### src/rtl/freq_disc_pkg.sv
package freq_disc_pkg;
  localparam int unsigned PH_W    = 16;
  localparam int unsigned MAX_DLY = 8;
  localparam int unsigned MAX_SH  = 3;
  localparam int unsigned DLY_W   = $clog2(MAX_DLY);
  localparam int unsigned SH_W    = $clog2(MAX_SH + 1);

  typedef logic [PH_W-1:0]  phase_t;
  typedef logic [DLY_W-1:0] dly_sel_t;
  typedef logic [SH_W-1:0]  sh_sel_t;

  typedef struct packed {
    logic     en;
    sh_sel_t  mult;
    dly_sel_t dly;
  } disc_cfg_t;
endpackage

### src/rtl/fd_cfg.sv
module fd_cfg
  import freq_disc_pkg::*;
(
  input  logic      clk_i,
  input  logic      rst_ni,
  input  logic      idle_i,
  input  disc_cfg_t cfg_i,
  output disc_cfg_t act_o,
  output logic      flush_o
);
  // empty the history when the span changes or the block is switched off
  assign flush_o = idle_i && (cfg_i.dly != act_o.dly || !cfg_i.en);

  always_ff @(posedge clk_i or negedge rst_ni) begin
    if (!rst_ni) act_o <= '0;
    else if (idle_i) act_o <= cfg_i;
  end


  cfg_hold_chk: assert property (@(posedge clk_i) disable iff (!rst_ni)
    !idle_i |=> $stable(act_o));
endmodule

### src/rtl/fd_shift.sv
module fd_shift
  import freq_disc_pkg::*;
(
  input  phase_t  ph_i,
  input  sh_sel_t sel_i,
  output phase_t  ph_o
);
  phase_t opts [MAX_SH+1];

  for (genvar k = 0; k <= MAX_SH; k++) begin : g_opt
    if (k == 0) begin : g_id
      assign opts[k] = ph_i;
    end else begin : g_sh
      assign opts[k] = {ph_i[PH_W-1-k:0], {k{1'b0}}};
    end
  end

  assign ph_o = opts[sel_i];
endmodule

### src/rtl/fd_dline.sv
module fd_dline
  import freq_disc_pkg::*;
(
  input  logic     clk_i,
  input  logic     rst_ni,
  input  logic     push_i,
  input  logic     flush_i,
  input  phase_t   ph_i,
  input  dly_sel_t sel_i,
  output phase_t   old_o,
  output logic     full_o
);
  localparam int unsigned CNT_W = $clog2(MAX_DLY + 1);

  phase_t           taps [MAX_DLY];
  logic [CNT_W-1:0] fill_q;

  always_ff @(posedge clk_i or negedge rst_ni) begin
    if (!rst_ni) taps[0] <= '0;
    else if (push_i) taps[0] <= ph_i;
  end

  for (genvar i = 1; i < MAX_DLY; i++) begin : g_tap
    always_ff @(posedge clk_i or negedge rst_ni) begin
      if (!rst_ni) taps[i] <= '0;
      else if (push_i) taps[i] <= taps[i-1];
    end
  end

  always_ff @(posedge clk_i or negedge rst_ni) begin
    if (!rst_ni) fill_q <= '0;
    else if (flush_i) fill_q <= '0;
    else if (push_i && fill_q != CNT_W'(MAX_DLY)) fill_q <= fill_q + 1'b1;
  end

  assign old_o  = taps[sel_i];
  assign full_o = fill_q > {1'b0, sel_i};


  fill_bound_chk: assert property (@(posedge clk_i) disable iff (!rst_ni)
    fill_q <= CNT_W'(MAX_DLY));

  flush_empty_chk: assert property (@(posedge clk_i) disable iff (!rst_ni)
    flush_i |=> fill_q == '0);

  no_push_hold_chk: assert property (@(posedge clk_i) disable iff (!rst_ni)
    (!push_i && !flush_i) |=> $stable(fill_q));
endmodule

### src/rtl/freq_disc.sv
module freq_disc
  import freq_disc_pkg::*;
(
  input  logic        clk_i,
  input  logic        rst_ni,
  input  logic [15:0] phase_i,
  input  logic        phase_vld_i,
  input  logic [1:0]  mult_sel_i,
  input  logic [2:0]  dly_sel_i,
  input  logic        en_i,
  output logic [15:0] freq_o,
  output logic        freq_vld_o
);
  disc_cfg_t cfg_in, act;
  logic      flush, push, full;
  phase_t    ph_sh, ph_old;

  assign cfg_in = '{en: en_i, mult: mult_sel_i, dly: dly_sel_i};

  fd_cfg u_cfg (
    .clk_i   (clk_i),
    .rst_ni  (rst_ni),
    .idle_i  (!phase_vld_i),
    .cfg_i   (cfg_in),
    .act_o   (act),
    .flush_o (flush)
  );

  assign push = phase_vld_i && act.en;

  fd_shift u_shift (
    .ph_i  (phase_i),
    .sel_i (act.mult),
    .ph_o  (ph_sh)
  );

  fd_dline u_dline (
    .clk_i   (clk_i),
    .rst_ni  (rst_ni),
    .push_i  (push),
    .flush_i (flush),
    .ph_i    (ph_sh),
    .sel_i   (act.dly),
    .old_o   (ph_old),
    .full_o  (full)
  );

  always_ff @(posedge clk_i or negedge rst_ni) begin
    if (!rst_ni) begin
      freq_o     <= '0;
      freq_vld_o <= 1'b0;
    end else begin
      freq_vld_o <= push && full;
      if (push) freq_o <= ph_sh - ph_old;  // wraps mod a turn
    end
  end


  vld_needs_input_chk: assert property (@(posedge clk_i) disable iff (!rst_ni)
    freq_vld_o |-> $past(phase_vld_i));

  off_silent_chk: assert property (@(posedge clk_i) disable iff (!rst_ni)
    !act.en |=> !freq_vld_o);

  out_hold_chk: assert property (@(posedge clk_i) disable iff (!rst_ni)
    !phase_vld_i |=> $stable(freq_o));
endmodule

### config.mk
export PLATFORM = sky130hd
export DESIGN_NAME = freq_disc
export DESIGN_NICKNAME = d
export VERILOG_FILES = /design/src/rtl/freq_disc_pkg.sv /design/src/rtl/fd_cfg.sv /design/src/rtl/fd_shift.sv /design/src/rtl/fd_dline.sv /design/src/rtl/freq_disc.sv
export SDC_FILE = /design/constraint.sdc
export NUM_CORES = 1
export LEC_CHECK = 0
export BUFFER_PORTS_ARGS = -buffer_cell sky130_fd_sc_hd__buf_2
export CELL_PAD_IN_SITES_DETAIL_PLACEMENT = 1
export CELL_PAD_IN_SITES_GLOBAL_PLACEMENT = 1
export CORE_AREA = 2 2 150 108
export CTS_BUF_LIST = sky130_fd_sc_hd__clkbuf_8
export DETAILED_ROUTE_END_ITERATION = 8
export DIE_AREA = 0 0 152 110
export PLACE_DENSITY = 0.94
export SKIP_CTS_REPAIR_TIMING = 1
export SLEW_MARGIN = 15
export SYNTH_ARGS = -nofsm -noshare
export SYNTH_HDL_FRONTEND = slang
export SYNTH_SLANG_ARGS = --single-unit
### constraint.sdc
create_clock -name clk_i -period 8.35 [get_ports clk_i]
set_input_delay 0.4175 -clock clk_i [delete_from_list [all_inputs] [get_ports clk_i]]
set_output_delay 0.4175 -clock clk_i [all_outputs]
set_load 0.05 [all_outputs]
# After elaboration in Yosys (flattened, before gate mapping)
# Cells that the tools add are included.
[classes]
n_addsub = 2
bitwise_logic = 2
magnitude_cmp = 3
n_reduce_logical = 8
eq_ne = 2
muxes = 8
[op_table]
columns = ["operator", "count"]
rows = [
  ["16-bit 2-to-1 mux", 4],
  ["16-bit binary-select mux with 3-bit select", 1],
  ["16-bit binary-select mux with 2-bit select", 1],
  ["16-bit subtractor", 1],
  ["4-bit 2-to-1 mux", 2],
  ["4-bit by 1-bit adder with 4-bit output, second input constant", 1],
  ["4-bit >= comparator, second input constant", 1],
  ["4-bit by 3-bit greater-than comparator with 1-bit output", 1],
  ["1-bit logical AND", 4],
  ["4-bit inequality test, second input constant", 1],
  ["3-bit NOT with 4-bit output", 1],
  ["3-bit >= comparator, second input constant", 1],
  ["3-bit inequality test", 1],
  ["2-bit NOT with 3-bit output", 1],
  ["1-bit zero test", 2],
  ["2-bit nonzero test", 1],
  ["1-bit logical OR", 1],
]
[totals]
ff_bits = 155
output_inout_bits = 17

# Logic depth before layout (Yosys ltp)
# Gate-level depths: netlist of the first run.
[logic_depth]
word_depth = 5
mapped_depth = 15
mapped_depth_nobuf = 13

# Hierarchy
# From an unflattened synthesis of the first run, not the netlist that was laid out.
[unflattened]
cells_unflattened = 598
hier_area_um2 = 8252.9
[by_module_without_submodules]
columns = ["mod", "cells_per_inst", "instances", "area_per_inst_um2", "seq_area_each_um2"]
rows = [
  ["fd_dline", 362, 1, 6072.1, 3303.2],
  ["freq_disc", 183, 1, 1546.5, 425.4],
  ["fd_shift", 35, 1, 344.1, 0.0],
  ["fd_cfg", 18, 1, 290.3, 150.1],
]

# Worst setup path after synthesis of the first run
# Ideal clock, no wire load.
[synth_path]
path_type = "register to register"
startpoint = "register u_cfg.act_o[0] in the netlist's numbering"
endpoint = "register freq_o[10]"
synth_period_minus_slack_ns = 3.996
t_arrival_ns = 3.926
path_buffers = 3
path_stages_with_launch = 14
required_time_ns = 8.280
slack_ns = 4.354
cell_sequence = "dfrtp_1 clkbuf_1 buf_2 buf_1 mux4_2 mux2i_1 fa_1 a211oi_1 o21bai_1 a21oi_1 o31ai_2 a21oi_2 or4b_1 nand3_1"
[synth_via]
elab_chain_cells = 5
[synth_rtl]
columns = ["item", "line_no", "source"]
rows = [
  ["start, declared", "fd_cfg.sv:8", "output disc_cfg_t act_o,"],
  ["start signal, assigned", "fd_cfg.sv:16", "else if (idle_i) act_o <= cfg_i;"],
  ["3-bit NOT with 4-bit output (implied by the code)", "fd_dline.sv:36", "assign old_o = taps[sel_i];"],
  ["16-bit binary-select mux with 3-bit select", "fd_dline.sv:36", ""],
  ["16-bit 2-to-1 mux (implied by the code) (2 in a row)", "fd_dline.sv:36", ""],
  ["16-bit subtractor", "freq_disc.sv:54", "if (push) freq_o <= ph_sh - ph_old;"],
  ["end signal, assigned", "freq_disc.sv:54", ""],
  ["end, declared", "freq_disc.sv:11", "output logic [15:0] freq_o,"],
]
# Every way passes these cells. The select of a mux whose other input is x is not followed.
# A chain may end at the register's enable or synchronous reset.

# Worst setup path after layout of the first run
[layout_path]
startpoint = "register u_cfg.act_o[2] in the netlist's numbering"
endpoint = "register freq_o[10]"
# The elaborated chain is that of the path after synthesis.

==> summary.txt, run 1 <==
GRT
  • First-pass GRT wire length: 37.0 mm
  • Gr ovfl total: 0
  • Largest net degree at the start of global routing: 94
  • Total GRT Usage: 28.7%
  • Vias in the first global route: approximately 6,700
  • Initial antenna violation count: 0

Yosys
  • Post-Syn Instances: 844
  • Number of synthesized flops with an enable pin: 0
  • Sequential area share after synthesis: 48.8%
  • Mapped Area: 7950 sq um
  • Async SR Flop Fraction: 100%
  • Ys flop type: dfrtp_1
  • Mean post-synth cell area: 9.42 sq um
  • Distinct cells, synth: 49
  • Flops & latches, synth: 155
  • Total nets after synthesis: 888
  • Ys Warns: 0

Worst setup path
  • Slowest cell on crit path: clkinv_1
  • CP Data Required Time: around 9 ns
  • Max incr delay on CP: roughly 0.85 ns
  • FF-to-FF setup slack: 3.97 ns
  • Crit-path max FO: 14
  • Crit path launch: u_cfg.act_o[2]
  • CP cell instances: clkinv_1 > mux2i_1 > fa_1 > a211oi_1 > o21bai_1 > a21oi_1 > o31ai_2 > a21oi_2 > or4b_1 > nand3_1
  • Crit end category: register
  • Bufs and invs on worst path: 1
  • CP delay by family, top: compound AO/OA/AOI/OAI gates
  • R2R cell count: 10
  • Setup CP Type: reg -> reg
  • WP data arrival: 4.79 ns
  • Critical R2R Capture: freq_o[10]
  • Setup crit start kind: register
  • Reg-to-reg startpoint: u_cfg.act_o[2]

Min path
  • Hold Crit Start: mult_sel_i[1]
  • Worst Hold Class: in -> reg
  • Hold Path End: u_cfg.act_o[4]
  • Hold path cells: 2

Routing
  • Routed WL: 22.8 mm
  • DR vias: about 6,400
  • Vias/cell: 5.95
  • TritonRoute pass-1 iters: 5
  • Antenna violation net count after detailed routing: 0
  • Wire per inst: 21.3 um
  • Drc violations: 0
  • DRT iter0 DRCs: ~550

STA
  • Final setup viols: 0
  • Final min period: 4.38 ns
  • Aggregate negative setup slack: 0 ns
  • Final worst slack: between 3 and 4 ns
  • Worst Max-Slew Pin Slew: 1.07 ns
  • Max Slew Vio Count: 0
  • Final worst-path cycle share: 52.4%
  • F_max: approximately 0.23 GHz
  • Layout Skew: roughly 0.016 ns
  • Worst slew margin: 28.4%
  • RSZ-0062 raised after global routing: no
  • Final hold viol count: 0

Floorplan
  • Die Area: 16,700 sq um
  • Die width: between 150 and 200 um
  • # IOs: 42
  • Initial Util: 52.1%
  • Chip height: 110 um
  • Std-Cell Rows: 38
  • Core Region: 15,300 sq um

Clocking
  • Maximum clock insertion buffer count: 2
  • CTS Root Cell: clkbuf_8
  • Clk Latency, worst-skew pair: 0.48 ns
  • CTS tree: built
  • # clock sinks: 155
  • H-tree Lvls: 4
  • Number of buffers created by CTS: 17
  • Clock slew at reported path FFs: approximately 0.1 ns

Layout
  • Non-Filler Instances: around 1,100
  • Fill cell count: ~1,700
  • Share of cells above drive strength 1: 15.1%
  • Final net count: 903
  • Area Growth Syn to Fin: 8.91%
  • Design Area, Final: 8660 sq um
  • Ant. Diodes: 0

Power
  • Tot Pwr: 2.68 mW
  • Leak: approximately 4.4 nW
  • P per Cell Area: a little over 300 nW/um^2
  • Peak supply drop: between 0.1 and 0.15 mV

Placement
  • RePlAce Congestion: 0.823
  • Area after DPL: 8260 sq um
  • Dpl cells: 1,039
  • Worst slack, placed: about 4.1 ns
  • Input/output buffers: 41
  • DP HPWL: 14.6 mm

Status
  • Status: complete, no violations

Job
  • Max Cap Viol: 0
[cell type report]
type	count	area, sq um	area share (%)
repair buffers	47	259	2.99
clock inverters	15	155	1.79
flip-flops and latches	155	3880	44.8
well taps	200	250	2.89
inverters	12	45.0	0.520
multi-input cells	626	3840	44.3
clock buffers	17	234	2.70
[flip-flops by register name (all words and copies together), names as in the netlist]
name / flops
u_dline.taps: 128
freq_o: 16
u_cfg.act_o: 6
u_dline.fill_q: 4
freq_vld_o: 1
[layout by cell type, fill, tap and decap left out, drive strengths merged, types with 3 or more instances in the layout]
master  synthesis  layout
nand3           6       6
ha             18      18
mux2           10      10
nand2         409     409
a21oi          16      16
a211oi          6       6
nor2           17      17
inv            11      21
nand4           4       4
o31ai           3       3
a21o            7       7
clkbuf         36      17
clkinv          1       4
nor2b           4       4
o311ai          3       3
o21ai          22      22
mux2i          20      20
mux4           39      39
xnor2          13      13
buf            15      46
dfrtp         155     155
xor2            5       5
[through the flow]
step / hold WS [ns] / utilization (%)
floorplan: 0.122 / -
global placement: 0.454 / 54.1
detailed placement: 0.461 / 54.1
CTS: -0.0364 / 56.7
global route: 0.174 / 56.7
finish: 0.183 / 56.7
[worst max path at each step]
stage	to	cells after the start
3_5_place_dp	freq_o[10]	10
4_1_cts	freq_o[10]	10
6_report	freq_o[10]	10
2_1_floorplan	freq_o[10]	13
5_1_grt	freq_o[10]	13
3_3_place_gp	freq_o[10]	13
[cells in the mapped netlist, drive strengths merged, types with 2 or more instances]
master  number  area, sq um
mux4        39          893
inv         11         41.3
nand4        4         25.0
mux2        10          113
nand3        6         30.0
o31ai        3         27.5
ha          18          225
buf         15         66.3
a21oi       16         83.8
o21ai       22          110
or2          2         12.5
clkbuf      36          135
nor2b        4         25.0
and2         2         12.5
nor2        17         63.8
mux2i       20          213
a211oi       6         45.0
xnor2       13          114
dfrtp      155         3880
nand2      409         1540
a21o         7         52.6
a31oi        2         12.5
xor2         5         43.8
o311ai       3         26.3
[power by group]
part / internal (mW) / switching, mW
Combinational: 0.341 / 0.601
Clock: 0.248 / 0.339
Sequential: 0.963 / 0.189
Total: 1.55 / 1.13
[metal layers]
layer / GRT usage, % / wire length [um]
met5: 0 / 0
met2: 47.9 / 11000
met3: 6.14 / 1350
met1: 37.3 / 9750
met4: 11.9 / 678
[logic make-up after synthesis]
group           after synthesis  synth area share (%)
fa+ha+maj                    19                  3.08
simple gates                453                  22.3
compound gates               67                  5.41
flops                       155                  48.8
buf+inv                      63                  3.10
mux                          69                  15.3
xor+xnor                     18                  1.98
No activity file was read; power rests on OpenSTA's default activity.
==> inputs of run 2 (changes only) <==
- ABC_AREA: unset -> 1
- CORE_AREA: 2 2 150 108 -> 2 2 161 116
- DIE_AREA: 0 0 152 110 -> 0 0 163 118
- PLACE_DENSITY: 0.94 -> 0.89
- clock period: 8.35 -> 4.1 ns (I/O delays scaled with it)
==> run 2 against run 1 <==
Compared with the run above:
- sequential cell count did not move
- wire length increased by 1.3%
- worst setup slack worse by 3.2 ns
- sequential power up 94%
- die area grew 15%
- first-iteration DRC count decreased by 11%
- area after synthesis increased by 2.6%
- combinational power rose by 94%
- utilization is 5.9 points lower
- critical path depth up 11
==> summary.txt, run 2 <==
Yosys
  • Synth area leader: dfrtp_1
  • Count leader, synth: nand2_1
  • Ys flop type: dfrtp_1
  • Area contributors post-synth: dfrtp_1 48%, nand2_1 15%, o21ai_0 11%
  • Mapped Area: 8160 sq um (+2.6%)
  • Post-Syn Instances: 1,073 (+27%)
  • Number of synthesized flops with an enable pin: 0 (unchanged)
  • Post-synth top area share: 47.5% (-1.2 points)
  • Distinct cells, synth: 38 (-22%)
  • Mean post-synth cell area: 7.61 sq um (-19%)
  • List of most frequent post-synthesis cells: 319 x nand2_1, 183 x o21ai_0, 155 x dfrtp_1
  • Ys Warns: 0 (unchanged)
  • Sequential area share after synthesis: 47.5% (-1.2 points)
  • Flops & latches, synth: 155 (unchanged)
  • Total nets after synthesis: 1,117 (+26%)
  • Async SR Flop Fraction: 100% (unchanged)

Floorplan
  • # IOs: 42 (unchanged)
  • Core Region: 17,700 sq um (+16%)
  • Initial Util: 46.1% (-6.0 points)
  • Die Area: 19,200 sq um (+15%)
  • Std-Cell Rows: 41 (+7.9%)
  • Chip height: 118 um (+7.3%)
  • Die width: 163 um (+7.2%)

STA
  • Worst slew margin: 31.2% (+2.8 points)
  • Max Slew Vio Count: 0 (unchanged)
  • Final worst-path cycle share: 80.6% (+28 points)
  • Final min period: 3.31 ns (-1.07 ns)
  • Worst Max-Slew Pin Slew: 1.03 ns (-0.0424 ns)
  • Aggregate negative setup slack: 0 ns (unchanged)
  • WHS: 0.0136 ns (-0.169 ns)
  • Final worst slack: 0.795 ns (-3.18 ns)
  • Final setup viols: 0 (unchanged)
  • RSZ-0062 raised after global routing: no
  • Final hold viol count: 0 (unchanged)
  • F_max: 0.303 GHz (+33%)
  • Layout Skew: 0.0199 ns (+0.00434 ns)

Layout
  • Largest regs: u_dline.taps x128, freq_o x16, u_cfg.act_o x6
  • Final net count: 1,133 (+25%)
  • Ant. Diodes: 0 (unchanged)
  • Area Growth Syn to Fin: 10.3%
  • Fin util: 50.9% (-5.9 points)
  • Share of cells above drive strength 1: 10.5% (-4.6 points)
  • Footprint of the multi-input gates: 3550 sq um (-7.5%)
  • Largest register FFs: 128 (unchanged)
  • Top reg by flops: u_dline.taps
  • Fill cell count: 2,232 (+28%)
  • Most common cell after layout, fill and taps aside: nand2_1
  • Most frequent cells in the layout: 318 x nand2_1, 183 x o21ai_0, 154 x dfrtp_1
  • Register area: 3880 sq um (unchanged)

Worst setup path
  • CP delay by family, top: simple AND/OR/NAND/NOR gates
  • Reg-to-reg startpoint: u_cfg.act_o[1]
  • Crit-path max FO: 22 (+8)
  • WP data arrival: 3.68 ns (-1.11 ns)
  • Setup crit start kind: register
  • Crit path launch: u_cfg.act_o[1]
  • Max incr delay on CP: 0.62 ns (-0.23 ns)
  • CP dominant cell by count: nand2_1
  • CP cell instances: inv_2 > a21oi_1 > o21ai_0 > nand2_1 > nor2_1 > a31oi_1 > ha_1 > inv_1 > fa_1 > nand3_1 > nand2_1 > nand2_1 > nand2_1 > nand2_1 > nand2_2 > nand2_1 > nand2_1 > nand2_1 > nand3_1 > nand3_1 > nand2_1
  • Crit end category: register
  • CP Data Required Time: 4.48 ns (-4.28 ns)
  • Slowest cell on crit path: dfrtp_1
  • Setup CP Type: reg -> reg
  • Bufs and invs on worst path: 2 (+1)

Routing
  • Vias/cell: 5.41 (-9.1%)
  • DR vias: 7,238 (+14%)
  • Drc violations: 0 (unchanged)
  • Antenna violation net count after detailed routing: 0 (unchanged)
  • DRT iter0 DRCs: 489 (-11%)
  • TritonRoute pass-1 iters: 5 (unchanged)
  • Wire per inst: 17.3 um (-19%)
  • Routed WL: 23.1 mm (+1.3%)

GRT
  • Initial antenna violation count: 0 (unchanged)
  • Total GRT Usage: 25.5% (-3.3 points)
  • Largest net degree at the start of global routing: 108 (+15%)
  • Gr ovfl total: 0 (unchanged)
  • Vias in the first global route: 7,498 (+12%)
  • First-pass GRT wire length: 38.4 mm (+4.0%)

Clocking
  • CTS Root Cell: clkbuf_8
  • H-tree Lvls: 4 (unchanged)
  • Clk Latency, worst-skew pair: 0.49 ns (about the same)
  • # clock sinks: 155 (unchanged)
  • Maximum clock insertion buffer count: 2 (unchanged)
  • Clock slew at reported path FFs: 0.09 ns (about the same)
  • Number of buffers created by CTS: 17 (unchanged)
  • CTS tree: built

Power
  • P per Cell Area: 592 nW/um^2 (+91%)
  • Peak supply drop: 0.235 mV (+100%)
  • Leak: 4.44 nW (+0.16%)

Placement
  • Worst slack, placed: 0.808 ns (-3.33 ns)
  • DP HPWL: 15.8 mm (+8.0%)
  • RePlAce Congestion: 0.940 (+14%)
  • Input/output buffers: 41 (unchanged)

Min path
  • Hold Crit Start: dly_sel_i[0]
  • Worst Hold Class: in -> reg

Job
  • Max Cap Viol: 0 (unchanged)

Status
  • Status: complete, no violations
-- run 2: where the power goes --
group | internal (mW) | switching (mW)
Combinational | 0.550 | 1.28
Clock | 0.638 | 0.636
Sequential | 1.95 | 0.273
-- run 2: cell type report --
cell class / count / area share [%]
well taps: 236 / 3.28
multi-input cells: 728 / 39.4
inverters: 131 / 5.46
flip-flops and latches: 155 / 43.1
clock inverters: 13 / 1.86
repair buffers: 56 / 4.02
clock buffers: 19 / 2.90
-- run 2: path summary, 6_finish.rpt --
| kind | to | slack [ns] | cells past startpoint |
|---|---|---|---|
| worst min register to register | freq_o[2] | 0.48 | 2 |
| min in group asynchronous | u_dline.taps[40] | 0.42 | 2 |
| worst max register to register | freq_o[12] | 0.79 | 21 |
| max in group asynchronous | freq_o[2] | 2.80 | 3 |
| worst min-delay path | u_cfg.act_o[0] | 0.01 | 3 |
| worst max-delay path | freq_o[12] | 0.79 | 21 |
-- run 2: cell families (layout without fill, tap and decap cells) --
group / after synthesis / count (layout) / synth area share, %
and+or+nand+nor: 434 / 434 / 22.4
buffers and inverters: 190 / 219 / 9.09
AOI/OAI and AO/OA: 263 / 263 / 16.7
adders and majority gates: 19 / 19 / 3.01
DFF: 155 / 155 / 47.5
muxes: 5 / 5 / 0.613
xor gates and xnor gates: 7 / 7 / 0.751
-- run 2: routing by layer --
metal	global-route usage, %	up-vias	part of all wire [%]
li1	-	3472	-
met1	36.2	3587	48
met2	39.2	141	45
met3	4.69	38	4.4
met4	8.30	0	2.0
met5	0	-	0
-- run 2: worst register-to-register path: cells and delay by family, from the launching register on --
family	cells	cell delay [ns]
flops	1	0.62
compound gates	3	0.50
buf+inv	2	0.37
fa+ha+maj	2	0.58
simple gates	14	1.14
-- run 2: stage by stage --
step / total power [mW] / area, sq um / std cells
after global placement: 3.93 / 8530 / 1301
after detailed placement: 4.06 / 8530 / 1301
after CTS: 5.34 / 8950 / 1333
after global routing: 5.70 / 9000 / 1338
after floorplan: 3.50 / 8160 / 1073
final: 5.33 / 9000 / 1338
